[src/rtl/fpsa_pkg.sv]
package fpsa_pkg;

  typedef enum logic [2:0] {
    ST_IDLE,
    ST_LOAD,
    ST_SETUP,
    ST_ADD,
    ST_NORM,
    ST_OUT,
    ST_DONE
  } fpsaState_e;

  // strobes from control to datapath
  typedef struct packed {
    logic accept;    // start taken in idle: latch signs and exponents
    logic capture;   // shift one mantissa bit of each operand in
    logic setup;     // pick larger operand, load serial shifters
    logic addStep;   // one bit of the serial add or subtract
    logic normStep;  // latch leading-one position of the sum
    logic outStep;   // one cycle of the rounding read-out
    logic outFirst;  // read-out cycle that fetches the guard bit
    logic outLast;   // read-out cycle of the top mantissa bit
  } fpsaCtrl_s;

endpackage

[src/rtl/fpsa_tapline.sv]
module fpsa_tapline #(
  parameter int DEPTH = 16,
  parameter int SW    = 4
) (
  input  logic          clk,
  input  logic          rstN,
  input  logic          clr,
  input  logic          shift,
  input  logic          din,
  input  logic [SW-1:0] sel,
  output logic          dout
);

  // hist[k] holds the input seen k shift steps earlier
  logic [DEPTH-1:1] hist;

  genvar k;
  for (k = 1; k < DEPTH; k++) begin : gStage
    logic q;
    logic prev;
    if (k == 1) begin : gHead
      assign prev = din;
    end else begin : gBody
      assign prev = gStage[k-1].q;
    end
    always_ff @(posedge clk or negedge rstN) begin
      if (!rstN)      q <= 1'b0;
      else if (clr)   q <= 1'b0;
      else if (shift) q <= prev;
    end
    assign hist[k] = q;
  end

  // run-time tap select; tap 0 is the undelayed input
  always_comb begin
    dout = din;
    for (int j = 1; j < DEPTH; j++) begin
      if (sel == SW'(j)) dout = hist[j];
    end
  end

endmodule

[src/rtl/fpsa_ctrl.sv]
module fpsa_ctrl
  import fpsa_pkg::*;
#(
  parameter int MW   = 8,
  parameter int TAPS = 16
) (
  input  logic      clk,
  input  logic      rstN,
  input  logic      start,
  output fpsaCtrl_s st,
  output logic      done
);

  localparam int SUM_W = MW + TAPS;
  localparam int CW    = $clog2(SUM_W + 1);
  localparam logic [CW-1:0] LOAD_END = CW'(MW - 2);
  localparam logic [CW-1:0] ADD_END  = CW'(SUM_W - 1);
  localparam logic [CW-1:0] OUT_END  = CW'(MW);

  fpsaState_e state;
  logic [CW-1:0] cnt;

  always_ff @(posedge clk or negedge rstN) begin
    if (!rstN) begin
      state <= ST_IDLE;
      cnt   <= '0;
    end else begin
      case (state)
        ST_IDLE: begin
          cnt <= '0;
          if (start) state <= ST_LOAD;
        end
        ST_LOAD: begin
          if (cnt == LOAD_END) begin
            state <= ST_SETUP;
            cnt   <= '0;
          end else begin
            cnt <= cnt + 1'b1;
          end
        end
        ST_SETUP: begin
          state <= ST_ADD;
          cnt   <= '0;
        end
        ST_ADD: begin
          if (cnt == ADD_END) begin
            state <= ST_NORM;
            cnt   <= '0;
          end else begin
            cnt <= cnt + 1'b1;
          end
        end
        ST_NORM: begin
          state <= ST_OUT;
          cnt   <= '0;
        end
        ST_OUT: begin
          if (cnt == OUT_END) begin
            state <= ST_DONE;
            cnt   <= '0;
          end else begin
            cnt <= cnt + 1'b1;
          end
        end
        default: begin
          state <= ST_IDLE;
          cnt   <= '0;
        end
      endcase
    end
  end

  always_comb begin
    st.accept   = (state == ST_IDLE) && start;
    st.capture  = st.accept || (state == ST_LOAD);
    st.setup    = (state == ST_SETUP);
    st.addStep  = (state == ST_ADD);
    st.normStep = (state == ST_NORM);
    st.outStep  = (state == ST_OUT);
    st.outFirst = (state == ST_OUT) && (cnt == '0);
    st.outLast  = (state == ST_OUT) && (cnt == OUT_END);
    done        = (state == ST_DONE);
  end

endmodule

[src/rtl/fpsa_dpath.sv]
module fpsa_dpath
  import fpsa_pkg::*;
#(
  parameter int EW   = 6,
  parameter int MW   = 8,
  parameter int TAPS = 16
) (
  input  logic          clk,
  input  logic          rstN,
  input  fpsaCtrl_s     st,
  input  logic          aSign,
  input  logic [EW-1:0] aExp,
  input  logic          aBit,
  input  logic          bSign,
  input  logic [EW-1:0] bExp,
  input  logic          bBit,
  output logic          resBit,
  output logic          resBitValid,
  output logic          resSign,
  output logic [EW-1:0] resExp
);

  localparam int SUM_W = MW + TAPS;          // exact sum width incl. carry
  localparam int NORM_W = SUM_W + MW + 1;    // sum plus zero pad below
  localparam int DW = (TAPS > 1) ? $clog2(TAPS) : 1;
  localparam int PW = $clog2(NORM_W);
  localparam int EMAX = (1 << EW) - 1;
  localparam logic [EW:0] TAP_LIMIT = (EW + 1)'(TAPS - 1);

  // operand capture
  logic          sA, sB;
  logic [EW-1:0] eA, eB;
  logic [MW-1:0] mA, mB;

  always_ff @(posedge clk or negedge rstN) begin
    if (!rstN) begin
      sA <= 1'b0; sB <= 1'b0;
      eA <= '0;   eB <= '0;
      mA <= '0;   mB <= '0;
    end else begin
      if (st.capture) begin
        mA <= {aBit, mA[MW-1:1]};
        mB <= {bBit, mB[MW-1:1]};
      end
      if (st.accept) begin
        sA <= aSign; sB <= bSign;
        eA <= aExp;  eB <= bExp;
      end
    end
  end

  // larger-magnitude selection and alignment distance
  logic          aZero, bZero, aBig, flush;
  logic [EW-1:0] eBig, eSml, expDiff;
  logic [MW-1:0] mBig, mSml;

  always_comb begin
    aZero   = ~|mA;
    bZero   = ~|mB;
    aBig    = !aZero && (bZero || (eA > eB) || ((eA == eB) && (mA >= mB)));
    eBig    = aBig ? eA : eB;
    eSml    = aBig ? eB : eA;
    mBig    = aBig ? mA : mB;
    mSml    = aBig ? mB : mA;
    expDiff = eBig - eSml;
    flush   = (aBig ? bZero : aZero) || ({1'b0, expDiff} > TAP_LIMIT);
  end

  // serial state
  logic              bigSign, subOp, cy, sumZero, rc, ovf;
  logic [EW-1:0]     esEff;
  logic [DW-1:0]     dSel;
  logic [MW-1:0]     bigSh, smallSh;
  logic [NORM_W-1:0] normReg;
  logic [PW-1:0]     pReg, lead;
  logic              found, alignBit, sBit, cyNext, tapBit;
  logic [PW-1:0]     tapIdx;

  fpsa_tapline #(.DEPTH(TAPS), .SW(DW)) uAlign (
    .clk   (clk),
    .rstN  (rstN),
    .clr   (st.setup),
    .shift (st.addStep),
    .din   (bigSh[0]),
    .sel   (dSel),
    .dout  (alignBit)
  );

  // one-bit adder / subtractor (larger minus smaller)
  always_comb begin
    sBit = alignBit ^ smallSh[0] ^ cy;
    if (subOp)
      cyNext = (~alignBit & smallSh[0]) | (~alignBit & cy) | (smallSh[0] & cy);
    else
      cyNext = (alignBit & smallSh[0]) | (alignBit & cy) | (smallSh[0] & cy);
  end

  // leading-one search over the captured sum
  always_comb begin
    lead  = '0;
    found = 1'b0;
    for (int i = MW + 1; i < NORM_W; i++) begin
      if (normReg[i]) begin
        lead  = PW'(i - (MW + 1));
        found = 1'b1;
      end
    end
  end

  // normalising tap: guard bit first, then mantissa bits upward
  assign tapIdx = pReg + PW'(1);
  assign tapBit = normReg[tapIdx];

  always_ff @(posedge clk or negedge rstN) begin
    if (!rstN) begin
      bigSign <= 1'b0; subOp <= 1'b0; cy <= 1'b0;
      esEff <= '0; dSel <= '0; bigSh <= '0; smallSh <= '0;
      normReg <= '0; pReg <= '0; sumZero <= 1'b1; rc <= 1'b0; ovf <= 1'b0;
    end else if (st.setup) begin
      bigSign <= aBig ? sA : sB;
      subOp   <= sA ^ sB;
      esEff   <= flush ? eBig : eSml;
      dSel    <= flush ? '0 : expDiff[DW-1:0];
      bigSh   <= mBig;
      smallSh <= flush ? '0 : mSml;
      cy      <= 1'b0;
      normReg <= '0;
      ovf     <= 1'b0;
    end else if (st.addStep) begin
      bigSh   <= bigSh >> 1;
      smallSh <= smallSh >> 1;
      cy      <= cyNext;
      normReg <= {sBit, normReg[NORM_W-1:1]};
    end else if (st.normStep) begin
      pReg    <= lead;
      sumZero <= !found;
      rc      <= 1'b0;
    end else if (st.outStep) begin
      normReg <= {1'b0, normReg[NORM_W-1:1]};
      if (st.outFirst) rc <= tapBit;
      else             rc <= tapBit & rc;
      if (st.outLast)  ovf <= tapBit & rc;
    end
  end

  // serial rounding output
  always_comb begin
    resBitValid = st.outStep && !st.outFirst;
    resBit      = resBitValid && ((tapBit ^ rc) || (st.outLast && tapBit && rc));
  end

  // result exponent with saturation
  int expRaw;
  always_comb begin
    expRaw = int'(esEff) + int'(pReg) - (MW - 1) + int'(ovf);
    if (sumZero)            resExp = '0;
    else if (expRaw > EMAX) resExp = EW'(EMAX);
    else if (expRaw < 0)    resExp = '0;
    else                    resExp = EW'(expRaw);
    resSign = !sumZero && bigSign;
  end

endmodule

[src/rtl/fpsa_add.sv]
module fpsa_add
  import fpsa_pkg::*;
#(
  parameter int EW   = 6,
  parameter int MW   = 8,
  parameter int TAPS = 16
) (
  input  logic          clk,
  input  logic          rstN,
  input  logic          start,
  input  logic          aSign,
  input  logic [EW-1:0] aExp,
  input  logic          aBit,
  input  logic          bSign,
  input  logic [EW-1:0] bExp,
  input  logic          bBit,
  output logic          resBit,
  output logic          resBitValid,
  output logic          resSign,
  output logic [EW-1:0] resExp,
  output logic          done
);

  fpsaCtrl_s st;

  fpsa_ctrl #(.MW(MW), .TAPS(TAPS)) uCtrl (
    .clk   (clk),
    .rstN  (rstN),
    .start (start),
    .st    (st),
    .done  (done)
  );

  fpsa_dpath #(.EW(EW), .MW(MW), .TAPS(TAPS)) uDpath (
    .clk         (clk),
    .rstN        (rstN),
    .st          (st),
    .aSign       (aSign),
    .aExp        (aExp),
    .aBit        (aBit),
    .bSign       (bSign),
    .bExp        (bExp),
    .bBit        (bBit),
    .resBit      (resBit),
    .resBitValid (resBitValid),
    .resSign     (resSign),
    .resExp      (resExp)
  );

endmodule

[config.mk]
export PLATFORM = sky130hd
export DESIGN_NAME = fpsa_add
export DESIGN_NICKNAME = d
export VERILOG_FILES = /design/src/rtl/fpsa_pkg.sv /design/src/rtl/fpsa_tapline.sv /design/src/rtl/fpsa_ctrl.sv /design/src/rtl/fpsa_dpath.sv /design/src/rtl/fpsa_add.sv
export SDC_FILE = /design/constraint.sdc
export NUM_CORES = 1
export LEC_CHECK = 0
export ABC_CLOCK_PERIOD_IN_PS = 4500
export CELL_PAD_IN_SITES_DETAIL_PLACEMENT = 0
export CELL_PAD_IN_SITES_GLOBAL_PLACEMENT = 1
export CORE_MARGIN = 8
export CORE_UTILIZATION = 48
export DETAILED_ROUTE_END_ITERATION = 12
export HOLD_SLACK_MARGIN = 0.12
export PLACE_DENSITY = 0.78
export SETUP_SLACK_MARGIN = 0.3
export SYNTH_ARGS = -nofsm -noshare
export SYNTH_HDL_FRONTEND = slang
export SYNTH_SLANG_ARGS = --single-unit
[constraint.sdc]
create_clock -name clk -period 4.5 [get_ports clk]
set_input_delay 0.45 -clock clk [delete_from_list [all_inputs] [get_ports clk]]
set_output_delay 0.45 -clock clk [all_outputs]
set_load 0.02 [all_outputs]
# == Word-level counts from Yosys, hierarchy flattened ==
# Cells that the tools add are included.
# totals
input_bits,19
ff_bits,124
# classes
eq_ne,32
mux,134
n_addsub,6
n_reduce_logical,34
order_cmp,6
bitwise,17
# ops
cell,n
$mux 33,4
$mux 1,84
$mux 8,7
$mux 5,11
$mux 4,9
$mux 6,6
$add 32x2->32,1
$eq 4x4->1 const B,8
$gt 32x7->1 const B,1
$lt 32x1->1 const B,1
$sub 32x4->32 const B,1
$mux 3,8
$pmux 3 s6,1
$eq 4x3->1 const B,4
$reduce_or 8->1,2
$pmux 5 s3,1
$logic_and 1x1->1,10
$eq 3x3->1 const B,3
$eq 4x2->1 const B,2
$ge 8x8->1,1
$ne 2x2->1 const B,4
$reduce_and 4->1,2
$reduce_bool 2->1,4
$add 6x6->7,1
28 further kinds,53

# == Depth between registers and ports, before layout ==
# depth
word_depth,25
mapped_depth,17

# == Modules after synthesis ==
# From an unflattened synthesis, not the netlist that was laid out.
# unflattened
hier_cells,824
area_unflattened_um2,7444.6
# modules_own_cells
module,area_each_um2,n_inst,cells_each
fpsa_dpath,6013.3,1,674
fpsa_tapline,882.1,1,93
fpsa_ctrl,549.3,1,57

# == Worst setup path after synthesis ==
# Ideal clock, no wire load.
# synth_timing
path_kind,register to register
from,register uDpath.eB[3]
to,register uDpath.esEff[4]
synth_period_minus_slack_ps,3881
t_required_ps,4376
stages_incl_launch_ff,18
setup_slack_ps,619
t_arrival_ps,3757
cell_sequence,dfrtp_1 inv_1 ha_1 and4_1 o21ai_1 o211ai_1 a221o_1 buf_6 a211o_1 o21a_1 ha_1 a211oi_1 o211ai_1 xnor2_1 a2111o_1 buf_4 a21boi_1 a211o_1
# synth_between
elab_chain_len,9
# synth_rtl
element,line_no,rtl
from (decl),fpsa_dpath.sv:32,"logic [EW-1:0] eA, eB;"
from (signal assigned),fpsa_dpath.sv:47,eA <= aExp; eB <= bExp;
$gt 6x6->1 or $eq 6x6->1 (tied branches),fpsa_dpath.sv:60,aBig = !aZero && (bZero || (eA > eB) || ((eA == eB) && (mA >= mB)));
$logic_or 1x1->1 or $logic_and 1x1->1 (tied branches),fpsa_dpath.sv:60,
$logic_or 1x1->1,fpsa_dpath.sv:60,
$logic_and 1x1->1,fpsa_dpath.sv:60,
$mux 6 (on tied branches),"fpsa_dpath.sv:61, fpsa_dpath.sv:62",
$sub 6x6->6,fpsa_dpath.sv:65,expDiff = eBig - eSml;
$gt 6x4->1,fpsa_dpath.sv:66,"flush = (aBig ? bZero : aZero) || ({1'b0, expDiff} > TAP_LIMIT);"
$logic_or 1x1->1,fpsa_dpath.sv:66,
$mux 6 *,fpsa_dpath.sv:122,esEff <= flush ? eBig : eSml;
to (signal assigned),fpsa_dpath.sv:122,
to (decl),fpsa_dpath.sv:71,logic [EW-1:0] esEff;
# Every way passes the cells marked *; elsewhere a longest branch is shown, timed or not.
# A chain may end at the register's enable or synchronous reset.

# == Worst setup path in the final report ==
# layout_timing
from,register uDpath.mA[0]
to,register uDpath.esEff[4]
# layout_between
elab_chain_len,9
# layout_rtl
element,line_no,rtl
from (decl),fpsa_dpath.sv:33,"logic [MW-1:0] mA, mB;"
from (signal assigned),fpsa_dpath.sv:42,"mA <= {aBit, mA[MW-1:1]};"
$ge 8x8->1,fpsa_dpath.sv:60,
$logic_and 1x1->1,fpsa_dpath.sv:60,
$logic_or 1x1->1,fpsa_dpath.sv:60,
$logic_and 1x1->1,fpsa_dpath.sv:60,
$mux 6 (on tied branches),"fpsa_dpath.sv:61, fpsa_dpath.sv:62",
$sub 6x6->6,fpsa_dpath.sv:65,
$gt 6x4->1,fpsa_dpath.sv:66,
$logic_or 1x1->1,fpsa_dpath.sv:66,
$mux 6 *,fpsa_dpath.sv:122,
# Marks and branches as above.

==> impl_metrics.yaml <==
placed_design:
  dp_cells: 923
  pre_cts_ws_ps: 319.8
  dp_hpwl_mm: 10.87
  place.gp.congestion: 0.8590
  place.port_buffers: 28
synthesis:
  syn_inst: 743
  ys_ff_latch: 123
  yosys_warnings: 0
  synth_area_um2: 7054
  ys.flop_type: "dfrtp_1"
  syn_nets: 793
  yosysSeqAreaShare: 0.4365
  synth_area_per_cell_um2: 9.494
  synth_edf_count: 0
  synth_cell_type_count: 62
  synthArstFlopShare: 1.000
status:
  run_status: "completed"
timing:
  min_period_ps: 3984
  worst_slew_pin_slew_ps: 914.4
  setup_ws_ps: 516.2
  maxSlewViolCount: 0
  final_hold_viol_count: 0
  setup_viol: 0
  fmax_mhz: 251.0
  layout_worst_path_cycle_share: 0.8853
  setup_tns_ps: 0
  finalClockSkew_ps: 8.189
  slew_headroom: 0.3904
  rsz0062_at_grt: "no"
die:
  num_io_pins: 29
  row_count: 44
  initial_utilization: 0.4891
  die-area_um2: 18830
  die_w_um: 137.2
  die_height_um: 137.2
  core_um2: 14420
critical_path:
  critPathArrivalTime_ps: 4290
  reg2reg_slack_ps: 520
  cp_max_fo: 24
  crit_path_end_kind: "register"
  critical_path.startpoint_type: "register"
  ff2ff_path_depth: 16
  crit_type: "reg2reg"
  regToRegEndpoint: "uDpath.esEff[4]"
  r2r_start: "uDpath.mA[0]"
  crit_required_ps: 4800
pwr:
  p_leak_uw: 0.003605
  powerDensity_nw_per_um2: 882.9
  totalPowerFinal_uw: 7233
  irDropWorstVdd_v: 0.001453
cells_and_area:
  layout_commonest_cell: "dfrtp_1"
  stdcell_count: 958
  diodes: 0
  final_cell_mix: "120 x dfrtp_1, 98 x nand2_1, 52 x a21oi_1"
  drive_above_1_share: 0.1408
  nets: 811
  area_growth_pct: 16.14
clock_network:
  ctsHoldBuffers: 0
  clk_latency_ps: 430
  clk_pin_slew_ps: 60
  cts_tree: "yes"
  cts_root_buf: "clkbuf_16"
  clockBufferDepth: 2
  cts_sinks: 123
  numCtsBuffers: 17
  htreeDepth: 4
routing:
  drc: 0
  drtIter0Drc: 406
  viasPerCell: 5.939
  wl_mm: 16.11
  num_vias: 5690
  firstDrtPassIters: 5
  ant_nets: 0
  wl_per_cell_um: 16.81
global_routing:
  grt_pass1_vias: 5485
  grt_max_degree: 70
  antenna_found_initial: 0
  overflow: 0
  grt_pass1_wl_mm: 27.32
  grt_use_total: 0.1821
job:
  cap_violations: 0
worst_hold_path:
  hold_path.class: "in2async"
## Yosys cell counts, types with 2 or more instances
cell,number,share of area
mux4_2,12,0.038
or4_1,3,0.0032
ha_1,30,0.053
nor3_1,14,0.0099
o21ai_1,3,0.0021
nor2b_1,8,0.0071
inv_1,35,0.019
nor4_1,5,0.0044
a21boi_1,7,0.0074
buf_1,6,0.0032
dfrtp_1,122,0.43
o211ai_1,2,0.0021
o22ai_1,2,0.0018
o21a_1,12,0.013
a211o_1,7,0.0087
nand2b_1,5,0.0044
a21oi_1,54,0.038
nor2_1,43,0.023
o21bai_1,8,0.0085
buf_4,2,0.0021
clkbuf_1,36,0.019
o31ai_1,5,0.0053
and4_1,3,0.0037
xor2_1,13,0.016
inv_2,3,0.0016
a211oi_1,6,0.0064
nor4b_1,3,0.0037
a22o_1,33,0.041
nand3_1,47,0.033
nand2_1,98,0.052
o21ai_0,43,0.031
a31oi_1,9,0.0080
nand4_1,3,0.0027
mux2_2,17,0.027
o311ai_2,7,0.016
xnor2_1,6,0.0074
and2_1,2,0.0018
a21o_1,3,0.0032
mux2i_1,3,0.0043
## power breakdown
part	leakage (µW)	switching (µW)	internal [µW]
Sequential	0.00159	385	1450
Combinational	0.00171	2320	1650
Clock	0.000303	497	928
## registers in the layout (all words and copies together) (netlist names), 3 cells and up
register	flops
uDpath.uAlign.gStage.q	14
uDpath.eB	6
uDpath.mB	8
uDpath.bigSh	8
uDpath.esEff	6
uDpath.smallSh	8
uDpath.mA	8
uCtrl.cnt	5
uDpath.eA	6
uCtrl.state	3
uDpath.normReg	33
uDpath.pReg	5
uDpath.dSel	4
## logic make-up after synthesis
group | after synthesis | share of synthesized area
mux | 32 | 0.06971
buf+inv | 84 | 0.04700
fa+ha+maj | 31 | 0.05605
compound gates | 215 | 0.2118
flops | 123 | 0.4365
simple gates | 239 | 0.1554
xor+xnor | 19 | 0.02359
## area by class of cell
class | count | area, µm²
timing repair buffer | 45 | 400.4
sequential | 123 | 3082
inverter | 38 | 142.6
multi-input combinational | 536 | 3716
clock buffer | 22 | 484.2
clock inverter | 10 | 137.6
fill | 1284 | 6231
tap | 184 | 230.2
## worst max-delay path, stage by stage, from the launching register on
cell and delay [ps]:
dfrtp_1 410, inv_1 130, ha_1 250, nor2b_1 110, o21ai_1 80, a41o_1 250, a221o_2 420, a211o_1 340
o21a_1 120, ha_1 180, a211oi_2 240, o211ai_1 140, xnor2_1 140, a2111o_1 380, buf_4 230, a21boi_1 160
a211o_1 260
## repair_timing
action,4_1_cts,5_1_grt
setup endpoints to repair,9,16
pin swaps,0,2
buffers inserted,0,3
resized for setup,9,9
## worst max path at each step
stage                         startpoint         endpoint  slack (ps)  cells past startpoint
after floorplan             uDpath.eB[3]  uDpath.esEff[4]         620                     17
after global placement      uDpath.eB[3]  uDpath.esEff[1]         430                     16
after detailed placement    uDpath.eB[3]  uDpath.esEff[0]         320                     16
after CTS                 uDpath.pReg[0]        resExp[4]         310                     13
after global routing        uDpath.eB[4]  uDpath.esEff[2]         320                     16
final                       uDpath.mA[0]  uDpath.esEff[4]         520                     16
## stage by stage
stage               hold slack, ps    util  instance area (µm²)
floorplan                    154.4       -                 7054
global placement             456.6  0.5200                 7501
detailed placement           467.6  0.5200                 7501
CTS                          189.5  0.5634                 8127
global route                 230.5  0.5680                 8193
finish                       157.3  0.5680                 8193
## routing by layer
layer / part of all wire / up-vias / global-route usage / routed length [µm]
li1: - / 2721 / - / -
met4: 0.015 / 0 / 0.06820 / 249
met3: 0.043 / 27 / 0.04522 / 698
met2: 0.48 / 123 / 0.2827 / 7678
met1: 0.46 / 2819 / 0.2413 / 7480
met5: 0 / - / 0 / 0
Power figures use the tool's default switching activity.
